<file path="config.mk">
export PLATFORM = sky130hd
export DESIGN_NAME = dma_wr_engine
export DESIGN_NICKNAME = d
export VERILOG_FILES = /design/src/rtl/dma_wr_pkg.sv /design/src/rtl/dma_wr_fifo.sv /design/src/rtl/dma_wr_cfg.sv /design/src/rtl/dma_wr_fsm.sv /design/src/rtl/dma_wr_engine.sv
export SDC_FILE = /design/constraint.sdc
export NUM_CORES = 1
export LEC_CHECK = 0
export BUFFER_PORTS_ARGS = -buffer_cell sky130_fd_sc_hd__buf_4
export CELL_PAD_IN_SITES_DETAIL_PLACEMENT = 1
export CELL_PAD_IN_SITES_GLOBAL_PLACEMENT = 2
export CORE_UTILIZATION = 33
export DETAILED_ROUTE_END_ITERATION = 12
export GPL_TIMING_DRIVEN = 0
export HOLD_SLACK_MARGIN = 0.08
export PLACE_DENSITY_LB_ADDON = 0.1
export SLEW_MARGIN = 20
export SYNTH_ARGS = -nofsm -noshare
export SYNTH_HDL_FRONTEND = slang
export SYNTH_SLANG_ARGS = --single-unit
export TNS_END_PERCENT = 30
</file>
<file path="constraint.sdc">
create_clock -name clk_i -period 4.4 [get_ports clk_i]
set_clock_uncertainty 0.1 [all_clocks]
set_input_delay 0.44 -clock clk_i [delete_from_list [all_inputs] [get_ports clk_i]]
set_output_delay 0.44 -clock clk_i [all_outputs]
set_load 0.03 [all_outputs]
</file>
<file path="src/rtl/dma_wr_pkg.sv">
package dma_wr_pkg;
  typedef enum logic [1:0] {
    ST_IDLE,
    ST_REQ,
    ST_DATA,
    ST_NEXT
  } wr_state_e;
endpackage

</file>
<file path="src/rtl/dma_wr_fifo.sv">
module dma_wr_fifo #(
  parameter int W     = 32,
  parameter int DEPTH = 32,
  localparam int PTR_W = $clog2(DEPTH),
  localparam int CNT_W = $clog2(DEPTH + 1)
) (
  input  logic             clk_i,
  input  logic             rst_ni,
  input  logic             flush_i,
  input  logic             push_i,
  input  logic [W-1:0]     wdata_i,
  input  logic             pop_i,
  output logic [W-1:0]     rdata_o,
  output logic [CNT_W-1:0] count_o,
  output logic             full_o
);
  logic [W-1:0]     mem_q [DEPTH];
  logic [PTR_W-1:0] wr_ptr_q, rd_ptr_q;
  logic [CNT_W-1:0] cnt_q;

  assign rdata_o = mem_q[rd_ptr_q];
  assign count_o = cnt_q;
  assign full_o  = (cnt_q == CNT_W'(DEPTH));

  always_ff @(posedge clk_i) begin
    if (push_i) mem_q[wr_ptr_q] <= wdata_i;
  end

  always_ff @(posedge clk_i or negedge rst_ni) begin
    if (!rst_ni) begin
      wr_ptr_q <= '0;
      rd_ptr_q <= '0;
      cnt_q    <= '0;
    end else if (flush_i) begin
      wr_ptr_q <= '0;
      rd_ptr_q <= '0;
      cnt_q    <= '0;
    end else begin
      if (push_i) wr_ptr_q <= wr_ptr_q + 1'b1;
      if (pop_i)  rd_ptr_q <= rd_ptr_q + 1'b1;
      case ({push_i, pop_i})
        2'b10:   cnt_q <= cnt_q + 1'b1;
        2'b01:   cnt_q <= cnt_q - 1'b1;
        default: cnt_q <= cnt_q;
      endcase
    end
  end
endmodule

</file>
<file path="src/rtl/dma_wr_cfg.sv">
module dma_wr_cfg #(
  parameter int ADDR_W    = 32,
  parameter int LEN_W     = 16,
  parameter int MAX_BURST = 16,
  localparam int BURST_W  = $clog2(MAX_BURST + 1)
) (
  input  logic               clk_i,
  input  logic               rst_ni,
  input  logic               soft_rst_i,
  input  logic               load_i,
  input  logic [ADDR_W-1:0]  base_addr_i,
  input  logic [LEN_W-1:0]   len_bytes_i,
  input  logic [BURST_W-1:0] burst_i,
  input  logic               loop_i,
  output logic [LEN_W-1:0]   words_o,
  output logic [ADDR_W-1:0]  base_q_o,
  output logic [LEN_W-1:0]   total_q_o,
  output logic [BURST_W-1:0] burst_q_o,
  output logic               loop_q_o
);
  logic [BURST_W-1:0] burst_eff;

  assign words_o = len_bytes_i >> 2;

  // clamp to 1..MAX_BURST
  always_comb begin
    if (burst_i == '0)                          burst_eff = BURST_W'(1);
    else if (burst_i > BURST_W'(MAX_BURST))     burst_eff = BURST_W'(MAX_BURST);
    else                                        burst_eff = burst_i;
  end

  always_ff @(posedge clk_i or negedge rst_ni) begin
    if (!rst_ni) begin
      base_q_o  <= '0;
      total_q_o <= '0;
      burst_q_o <= BURST_W'(1);
      loop_q_o  <= 1'b0;
    end else if (soft_rst_i) begin
      base_q_o  <= '0;
      total_q_o <= '0;
      burst_q_o <= BURST_W'(1);
      loop_q_o  <= 1'b0;
    end else if (load_i) begin
      base_q_o  <= base_addr_i;
      total_q_o <= words_o;
      burst_q_o <= burst_eff;
      loop_q_o  <= loop_i;
    end
  end
endmodule

</file>
<file path="src/rtl/dma_wr_fsm.sv">
module dma_wr_fsm
  import dma_wr_pkg::*;
#(
  parameter int ADDR_W    = 32,
  parameter int LEN_W     = 16,
  parameter int MAX_BURST = 16,
  parameter int DEPTH     = 32,
  localparam int BURST_W  = $clog2(MAX_BURST + 1),
  localparam int CNT_W    = $clog2(DEPTH + 1),
  localparam int CMP_W    = (CNT_W > BURST_W) ? CNT_W : BURST_W
) (
  input  logic               clk_i,
  input  logic               rst_ni,
  input  logic               soft_rst_i,
  input  logic               start_i,
  input  logic [LEN_W-1:0]   words_i,
  input  logic [ADDR_W-1:0]  base_raw_i,
  input  logic [ADDR_W-1:0]  base_i,
  input  logic [LEN_W-1:0]   total_i,
  input  logic [BURST_W-1:0] burst_i,
  input  logic               loop_i,
  input  logic [CNT_W-1:0]   fifo_cnt_i,
  input  logic               mem_ack_i,
  input  logic               mem_wready_i,
  output logic               load_o,
  output logic               pop_o,
  output logic               mem_req_o,
  output logic [ADDR_W-1:0]  mem_addr_o,
  output logic [BURST_W-1:0] mem_len_o,
  output logic               mem_wvalid_o,
  output logic               done_o,
  output logic [ADDR_W-1:0]  cur_addr_o
);
  wr_state_e          state_q;
  logic [ADDR_W-1:0]  cur_q;
  logic [LEN_W-1:0]   rem_q, rem_after;
  logic [BURST_W-1:0] blen_q, beat_q, this_len;
  logic               done_q;

  always_comb begin
    if (rem_q < LEN_W'(burst_i)) this_len = rem_q[BURST_W-1:0];
    else                         this_len = burst_i;
  end

  assign rem_after    = rem_q - LEN_W'(blen_q);
  assign load_o       = start_i && !soft_rst_i && (state_q == ST_IDLE) && (words_i != '0);
  // buffer only grows while in REQ, so the request never drops before ack
  assign mem_req_o    = (state_q == ST_REQ) && (CMP_W'(fifo_cnt_i) >= CMP_W'(this_len));
  assign mem_addr_o   = cur_q;
  assign mem_len_o    = this_len;
  assign mem_wvalid_o = (state_q == ST_DATA);
  assign pop_o        = mem_wvalid_o && mem_wready_i;
  assign done_o       = done_q;
  assign cur_addr_o   = cur_q;

  always_ff @(posedge clk_i or negedge rst_ni) begin
    if (!rst_ni) begin
      state_q <= ST_IDLE;
      cur_q   <= '0;
      rem_q   <= '0;
      blen_q  <= '0;
      beat_q  <= '0;
      done_q  <= 1'b1;
    end else if (soft_rst_i) begin
      state_q <= ST_IDLE;
      cur_q   <= '0;
      rem_q   <= '0;
      blen_q  <= '0;
      beat_q  <= '0;
      done_q  <= 1'b1;
    end else begin
      case (state_q)
        ST_IDLE: begin
          if (load_o) begin
            state_q <= ST_REQ;
            done_q  <= 1'b0;
            cur_q   <= base_raw_i;
            rem_q   <= words_i;
          end
        end
        ST_REQ: begin
          if (mem_req_o && mem_ack_i) begin
            blen_q  <= this_len;
            beat_q  <= '0;
            state_q <= ST_DATA;
          end
        end
        ST_DATA: begin
          if (pop_o) begin
            beat_q <= beat_q + 1'b1;
            if (beat_q == blen_q - 1'b1) state_q <= ST_NEXT;
          end
        end
        ST_NEXT: begin
          if (rem_after == '0) begin
            if (loop_i) begin
              cur_q   <= base_i;
              rem_q   <= total_i;
              state_q <= ST_REQ;
            end else begin
              cur_q   <= cur_q + ADDR_W'({blen_q, 2'b00});
              rem_q   <= '0;
              done_q  <= 1'b1;
              state_q <= ST_IDLE;
            end
          end else begin
            cur_q   <= cur_q + ADDR_W'({blen_q, 2'b00});
            rem_q   <= rem_after;
            state_q <= ST_REQ;
          end
        end
        default: state_q <= ST_IDLE;
      endcase
    end
  end
endmodule

</file>
<file path="src/rtl/dma_wr_engine.sv">
module dma_wr_engine #(
  parameter int ADDR_W    = 32,
  parameter int LEN_W     = 16,
  parameter int MAX_BURST = 16,
  parameter int DEPTH     = 32,
  localparam int BURST_W  = $clog2(MAX_BURST + 1),
  localparam int CNT_W    = $clog2(DEPTH + 1)
) (
  input  logic               clk_i,
  input  logic               rst_ni,
  input  logic               soft_rst_i,
  input  logic               start_i,
  input  logic [ADDR_W-1:0]  base_addr_i,
  input  logic [LEN_W-1:0]   len_bytes_i,
  input  logic [BURST_W-1:0] burst_i,
  input  logic               loop_i,
  input  logic               in_valid_i,
  input  logic [31:0]        in_data_i,
  output logic               in_ready_o,
  output logic               mem_req_o,
  input  logic               mem_ack_i,
  output logic [ADDR_W-1:0]  mem_addr_o,
  output logic [BURST_W-1:0] mem_len_o,
  output logic               mem_wvalid_o,
  input  logic               mem_wready_i,
  output logic [31:0]        mem_wdata_o,
  output logic               done_o,
  output logic [ADDR_W-1:0]  cur_addr_o
);
  logic               load, pop, push, full;
  logic [CNT_W-1:0]   fifo_cnt;
  logic [LEN_W-1:0]   words, total_q;
  logic [ADDR_W-1:0]  base_q;
  logic [BURST_W-1:0] burst_q;
  logic               loop_q;

  assign in_ready_o = !full && !soft_rst_i;
  assign push       = in_valid_i && in_ready_o;

  dma_wr_fifo #(.W(32), .DEPTH(DEPTH)) u_fifo (
    .clk_i   (clk_i),
    .rst_ni  (rst_ni),
    .flush_i (soft_rst_i),
    .push_i  (push),
    .wdata_i (in_data_i),
    .pop_i   (pop),
    .rdata_o (mem_wdata_o),
    .count_o (fifo_cnt),
    .full_o  (full)
  );

  dma_wr_cfg #(.ADDR_W(ADDR_W), .LEN_W(LEN_W), .MAX_BURST(MAX_BURST)) u_cfg (
    .clk_i       (clk_i),
    .rst_ni      (rst_ni),
    .soft_rst_i  (soft_rst_i),
    .load_i      (load),
    .base_addr_i (base_addr_i),
    .len_bytes_i (len_bytes_i),
    .burst_i     (burst_i),
    .loop_i      (loop_i),
    .words_o     (words),
    .base_q_o    (base_q),
    .total_q_o   (total_q),
    .burst_q_o   (burst_q),
    .loop_q_o    (loop_q)
  );

  dma_wr_fsm #(.ADDR_W(ADDR_W), .LEN_W(LEN_W), .MAX_BURST(MAX_BURST), .DEPTH(DEPTH)) u_fsm (
    .clk_i        (clk_i),
    .rst_ni       (rst_ni),
    .soft_rst_i   (soft_rst_i),
    .start_i      (start_i),
    .words_i      (words),
    .base_raw_i   (base_addr_i),
    .base_i       (base_q),
    .total_i      (total_q),
    .burst_i      (burst_q),
    .loop_i       (loop_q),
    .fifo_cnt_i   (fifo_cnt),
    .mem_ack_i    (mem_ack_i),
    .mem_wready_i (mem_wready_i),
    .load_o       (load),
    .pop_o        (pop),
    .mem_req_o    (mem_req_o),
    .mem_addr_o   (mem_addr_o),
    .mem_len_o    (mem_len_o),
    .mem_wvalid_o (mem_wvalid_o),
    .done_o       (done_o),
    .cur_addr_o   (cur_addr_o)
  );
endmodule

</file>
==> results of run 1 <==
[stage by stage]
| stage | setup TNS, ns | cells | cell area (sq um) | utilization [%] | hold slack (ns) |
|---|---|---|---|---|---|
| 3_5_place_dp | -6.190 | 4618 | 52620 | 37.21 | 0.4047 |
| 5_1_grt | -0.5130 | 4967 | 58320 | 41.24 | 0.2107 |
| 4_1_cts | -0.4558 | 4958 | 58220 | 41.17 | 0.1620 |
| 3_3_place_gp | -1482.65 | 4553 | 50820 | 35.94 | 0.4092 |
| 2_1_floorplan | 0 | 2469 | 47000 | - | 0.04441 |
| 6_report | -0.3440 | 4968 | 58320 | 41.24 | 0.1824 |
[power groups by stage]
stage               Combinational [mW]  Clock [mW]  Sequential, mW
global placement                  3.82           0            12.7
detailed placement                3.92           0            12.7
finish                            4.17        11.1            12.4
global route                      4.49        11.7            12.5
CTS                               4.17        11.4            12.5
floorplan                         2.33           0            12.7
[timing repair]
| item | 4_1_cts | 5_1_grt |
|---|---|---|
| setup buffers | 11 | 9 |
| setup endpoints to repair | 33 | 5 |
| endpoints found under the hold margin | 1210 | 0 |
| pin swaps | 9 | 4 |
| gates cloned | 0 | 0 |
| hold buffers | 87 | 0 |
| resized for setup | 134 | 8 |
[cell type report]
type,count,share of cell area (%)
Antenna cell,1,0.004290
Buffer,167,1.686
Clock buffer,158,5.904
Clock inverter,84,1.570
Inverter,31,0.1995
Multi-Input combinational cell,1118,21.45
Sequential cell,1153,58.28
Tap cell,1890,4.054
Timing Repair Buffer,366,6.852
[cell usage in the layout (no fill, tap or decap), drive strengths merged, types with 7 or more instances in the layout]
| cell type | netlist | routed |
|---|---|---|
| dfrtp | 127 | 127 |
| dlygate4sd3 | 0 | 87 |
| bufinv | 0 | 14 |
| o211ai | 15 | 15 |
| a21oi | 90 | 90 |
| clkinv | 1 | 55 |
| nand2b | 9 | 9 |
| mux4 | 320 | 320 |
| inv | 30 | 40 |
| xor2 | 22 | 22 |
| a211oi | 25 | 25 |
| xnor2 | 33 | 33 |
| ha | 33 | 33 |
| nand2 | 190 | 190 |
| mux2 | 33 | 33 |
| edfxtp | 1024 | 1024 |
| o31ai | 9 | 9 |
| clkbuf | 93 | 251 |
| o21ai | 45 | 45 |
| nor3 | 16 | 16 |
| a22o | 8 | 8 |
| buf | 74 | 353 |
| nand4 | 21 | 21 |
| mux2i | 7 | 7 |
| a21o | 7 | 7 |
| nor4 | 9 | 9 |
| nand3b | 9 | 9 |
| o41ai | 8 | 8 |
| nand3 | 14 | 14 |
| nor2 | 117 | 117 |
[metal layers]
layer	share of wire, %	wire length, um	track usage, %	vias to the layer above
met5	0.018	26	0	-
li1	-	-	-	11000
met1	45	65820	28.65	14240
met2	49	71050	33.38	629
met4	2.1	3131	5.645	4
met3	4.2	6118	3.110	183
[sequential cells by signal (all words and copies together), names as in the netlist]
name	cells
u_fifo.mem_q	1024
u_cfg.base_q_o	32
u_fsm.cur_addr_o	32
u_fsm.rem_q	16
u_cfg.total_q_o	14
u_fifo.count_o	6
u_cfg.burst_q_o	5
u_fifo.rd_ptr_q	5
u_fifo.wr_ptr_q	5
u_fsm.beat_q	5
u_fsm.blen_q	5
u_fsm.state_q	2
u_cfg.loop_q_o	1
u_fsm.done_o	1
[how the worst min path moves through the flow]
| stage | cells past startpoint | end | start |
|---|---|---|---|
| detailed placement | 1 | u_fsm.cur_addr_o[25] | rst_ni |
| finish | 2 | u_fsm.cur_addr_o[30] | rst_ni |
| global placement | 2 | u_cfg.base_q_o[17] | u_cfg.base_q_o[17] |
| floorplan | 0 | u_cfg.base_q_o[0] | rst_ni |
| CTS | 2 | u_fsm.cur_addr_o[30] | rst_ni |
| global route | 2 | u_fsm.cur_addr_o[30] | rst_ni |
[cells by family after synthesis]
kind of cell / count (synthesis) / synth area share, %
buffers and inverters: 198 / 1.866
xor gates and xnor gates: 55 / 1.025
muxes: 360 / 16.27
AOI/OAI and AO/OA: 254 / 3.580
and+or+nand+nor: 412 / 3.934
DFF: 1153 / 72.29
adders and majority gates: 37 / 1.028
==> flow_summary_export.csv, run 1 <==
group,metric,value,unit
timing,finalMaxSlewViolations,0,
yosys,syn_area_per_cell,19.04,sq um
detailed_routing,wl,146.1,mm
clock_network,cts_tree,"yes",
outcome,violations,"negative setup slack",
yosys,synth-seq-area-share,72.29,%
detailed_routing,remaining_drc_errors,0,
placement,portBuffers,194,
setup_path,r2r_setup_slack,0.19,ns
detailed_routing,vias,26060,
pwr,power,27.71,mW
pwr,total_leakage_power,19.09,nW
outcome,status,"finished with violations",
yosys,yosysTopAreaCell,"edfxtp_1",
timing,fin_ws,-0.3440,ns
placement,dp_hpwl,99.71,mm
pwr,power_frac_comb,15.0,%
detailed_routing,postRouteAntennaNets,0,
detailed_routing,drt_iter0_markers,2200,
timing,fin_crit,4.744,ns
pwr,powerDensity,475.2,nW/um^2
setup_path,crit_path_end_kind,"primary output",
setup_path,critPathKind,"register to primary output",
pwr,p_seq_share,44.9,%
yosys,synth_area_leaders,"edfxtp_1 (65%), mux4_2 (15%), dfrtp_1 (6.8%)",
yosys,ys_async_sr_fraction,11.19,%
grt,track_usage,20.53,%
clock_network,cts_sinks,1153,
detailed_routing,wl_per_cell,29.42,um
pwr,netSwitchingFraction,26.51,%
floorplanning,initial_core_util,33.24,%
timing,setup_viol,1,
floorplanning,rows,138,
setup_path,critPathLaunchType,"register",
grt,grt.overflow.total,0,
clock_network,cts-buffers-inserted,133,
min_path,min_path_type,"primary input to async pin",
timing,rsz0062_at_grt,"true",
yosys,ys_warn_count,0,
layout,nets,3099,
grt,grt_pass1_wl,206.5,mm
yosys,synth_seq_cells,1153,
floorplanning,die_w,379.4,um
placement,dp_slack,-0.3230,ns
setup_path,setup.worst_path.end,"mem_req_o",
setup_path,cp-startpoint,"u_fsm.rem_q[13]",
yosys,synth_area,47000,sq um
setup_path,r2r_end,"u_fsm.cur_addr_o[25]",
setup_path,worstPathBufferInverterCount,2,
setup_path,slowest_delay,0.44,ns
setup_path,cp_max_fo,4,
layout,multi_input_area,12510,sq um
grt,first_global_vias,27820,
timing,clock.fmax,210.8,MHz
yosys,synth.top_cell.area_share,65.42,%
setup_path,arrival,4.20,ns
clock_network,clk_pin_slew,0.06,ns
grt,grt_max_degree,80,
floorplanning,coreArea,141400,sq um
timing,relSlewSlack,26.15,%
layout,drive_gt1_share,32.30,%
setup_path,critical_path_cell_count,14,
yosys,synth_most_common_cell,"edfxtp_1",
pwr,ir_worst_vdd,0.0003472,V
setup_path,worstReg2RegStart,"u_fsm.blen_q[1]",
layout,area.growth.synth_to_final,24.09,%
setup_path,critPathSlowestCell,"dfrtp_2",
placement,finalWeightedCongestion,0.8225,
floorplanning,ios,198,
yosys,synth_flop_cell,"edfxtp_1",
clock_network,root_buffer,"clkbuf_16",
floorplanning,die_area,143900,sq um
layout,fillers,13490,
setup_path,path_cells,"nor4_4 > buf_4 > nand4_4 > a21o_4 > mux2_4 > ha_4 > nand2b_4 > a211oi_4 > nor2_1 > a221o_2 > maj3_2 > a211oi_2 > nor2_1 > buf_4",
setup_path,worstRegToRegCells,11,
timing,worst_slew_pin_slew,1.108,ns
job,maxCapViolCount,0,
pwr,intPower,20.37,mW
detailed_routing,firstDrtPassIters,5,
timing,fin_crit_sh,107.8,%
setup_path,critPathRequiredTime,3.86,ns
pwr,clock_power_share,40.1,%
yosys,synthCells,2469,
yosys,syn_nets,2598,
grt,antenna_found_initial,3,
clock_network,htreeDepth,4,
layout,regArea,33990,sq um
yosys,synth_edf_count,1024,
floorplanning,dieHeight,379.4,um
yosys,synth_common_cells,"edfxtp_1 (1024), mux4_2 (320), nand2_1 (190)",
timing,hold_viol,0,
setup_path,critical-path-top-delay-family,"compound AO/OA/AOI/OAI gates",
pwr,p_sw,7.347,mW
clock_network,clk_path_buf_depth,3,
yosys,yosysUniqueCellTypes,69,
clock_network,clock_latency,0.76,ns
detailed_routing,via_per_inst,5.246,
Note: power is estimated with default switching activity, not from simulation.
==> run 2: changes to the inputs <==
--- a/config.mk
+++ b/config.mk
@@ -8,6 +8,7 @@
 export BUFFER_PORTS_ARGS = -buffer_cell sky130_fd_sc_hd__buf_4
 export CELL_PAD_IN_SITES_DETAIL_PLACEMENT = 1
 export CELL_PAD_IN_SITES_GLOBAL_PLACEMENT = 2
+export CORE_ASPECT_RATIO = 0.8
 export CORE_UTILIZATION = 33
 export DETAILED_ROUTE_END_ITERATION = 12
 export GPL_TIMING_DRIVEN = 0
==> flow_summary_export.csv, run 2 (same netlist as run 1, synthesis figures left out) <==
group,metric,value,unit
timing,finalMaxSlewViolations,0,
grt,first_global_vias,27680,
floorplanning,dieHeight,339.6,um
pwr,total_leakage_power,18.87,nW
floorplanning,die_area,144000,sq um
grt,grt.overflow.total,0,
layout,layout.cells.most_common_list,"edfxtp_1 (1024), mux4_2 (320), buf_4 (259)",
detailed_routing,wl_per_cell,29.67,um
pwr,powerDensity,465.1,nW/um^2
setup_path,cp_max_fo,6,
layout,layout_commonest_cell,"edfxtp_1",
clock_network,root_buffer,"clkbuf_16",
job,maxCapViolCount,0,
detailed_routing,via_per_inst,5.292,
timing,worst_slew_pin_slew,1.143,ns
setup_path,worstRegToRegCells,12,
outcome,status,"finished with violations",
setup_path,critPathKind,"register to primary output",
timing,rsz0062_at_grt,"true",
timing,relSlewSlack,23.80,%
detailed_routing,remaining_drc_errors,2,
clock_network,clk_pin_slew,0.06,ns
timing,clock.fmax,210.7,MHz
clock_network,cts-buffers-inserted,130,
layout,largest_reg_flops,1024,
detailed_routing,vias,26120,
floorplanning,initial_core_util,33.34,%
clock_network,cts_tree,"yes",
layout,stdcell_count,4935,
min_path,min_path_type,"primary input to async pin",
layout,nets,3088,
setup_path,arrival,4.21,ns
setup_path,critPathLaunchType,"register",
floorplanning,coreArea,141000,sq um
detailed_routing,drt_iter0_markers,2657,
grt,track_usage,20.47,%
outcome,violations,"design-rule violations, negative setup slack",
clock_network,clock_latency,0.76,ns
clock_network,cts_sinks,1153,
clock_network,htreeDepth,4,
setup_path,r2r_setup_slack,0.29,ns
pwr,ir_worst_vdd,0.0003210,V
detailed_routing,wl,146.4,mm
setup_path,crit_path_end_kind,"primary output",
placement,dp_slack,-0.4285,ns
detailed_routing,postRouteAntennaNets,0,
setup_path,worstReg2RegStart,"u_fsm.blen_q[1]",
detailed_routing,firstDrtPassIters,12,
setup_path,r2r_end,"u_fsm.cur_addr_o[23]",
timing,fin_ws,-0.3467,ns
clock_network,clk_path_buf_depth,3,
placement,finalWeightedCongestion,0.8480,
placement,dp.cells,4603,
grt,antenna_found_initial,5,
floorplanning,rows,123,
floorplanning,ios,198,
timing,fin_crit,4.747,ns
layout,drive_gt1_share,31.61,%
setup_path,critPathRequiredTime,3.86,ns
timing,setup_viol,1,
placement,portBuffers,194,
grt,grt_max_degree,79,
floorplanning,die_w,423.9,um
timing,hold_viol,0,
layout,area.growth.synth_to_final,22.85,%
timing,fin_crit_sh,107.9,%
layout,regMostFlops,"u_fifo.mem_q",
timing,whs,0.1328,ns
placement,dp_hpwl,100.1,mm
grt,grt_pass1_wl,206.6,mm
-- run 2: layout make-up --
class,instances,area [sq um]
antenna,1,2.502
buffer,166,925.9
clock buffer,165,3511
clock inverter,67,462.9
fill,13600,83230
inverter,31,116.4
multi-input combinational,1118,12480
sequential,1153,33990
tap,1875,2346
timing repair buffer,359,3905
-- run 2: repair_timing --
action                     4_1_cts  5_1_grt
hold endpoints to repair      1203        0
gates resized for setup         96        7
setup buffers                    7        6
pin swaps                       10        9
hold buffers                    87        0
setup endpoints to repair       42        7
cloned                           0        0
-- run 2: power by group --
part	internal, mW	switching, mW	total (mW)	leakage (nW)
clock	5.83	4.44	10.3	1.94
sequential	12.2	0.293	12.5	10.9
combinational	1.69	2.44	4.13	6.00
-- run 2: worst max-delay path by stage --
stage / from / to / slack (ns) / cells past startpoint
global placement: soft_rst_i / u_fifo.mem_q[13][3] / -1.67 / 4
CTS: u_fsm.rem_q[4] / mem_req_o / -0.45 / 14
detailed placement: u_fsm.rem_q[2] / mem_req_o / -0.43 / 14
finish: u_fsm.rem_q[9] / mem_req_o / -0.35 / 13
floorplan: u_fsm.rem_q[1] / mem_req_o / 0.1 / 13
global route: u_fsm.rem_q[9] / mem_req_o / -0.51 / 13
-- run 2: per-stage QoR --
step	total power, mW	TNS (ns)	cell area [sq um]	util (%)
floorplan	15.02	0	47000	-
global placement	16.51	-1499.79	50810	36.04
detailed placement	16.62	-5.256	52560	37.29
CTS	27.14	-0.4529	57670	40.91
global route	27.85	-0.5136	57740	40.96
finish	26.86	-0.3467	57740	40.96
-- run 2: worst max-delay path, cell delays in order, from the launching register on --
cell and delay [ns]:
dfrtp_2 0.47, nor4_4 0.34, nand4_2 0.22, a21o_2 0.25, mux2_4 0.33, ha_4 0.21, nand2b_4 0.14, a211oi_4 0.24
nor2_1 0.06, a221o_2 0.38, maj3_2 0.32, a211oi_2 0.25, nor2_2 0.08, buf_6 0.14
-- run 2: per-layer routing --
metal / up-vias / global-route usage (%) / part of all wire (%)
met2: 749 / 31.12 / 46
met5: - / 0 / 0
met3: 140 / 3.781 / 5.7
met1: 14250 / 30.21 / 47
li1: 10980 / - / -
met4: 0 / 5.257 / 1.7
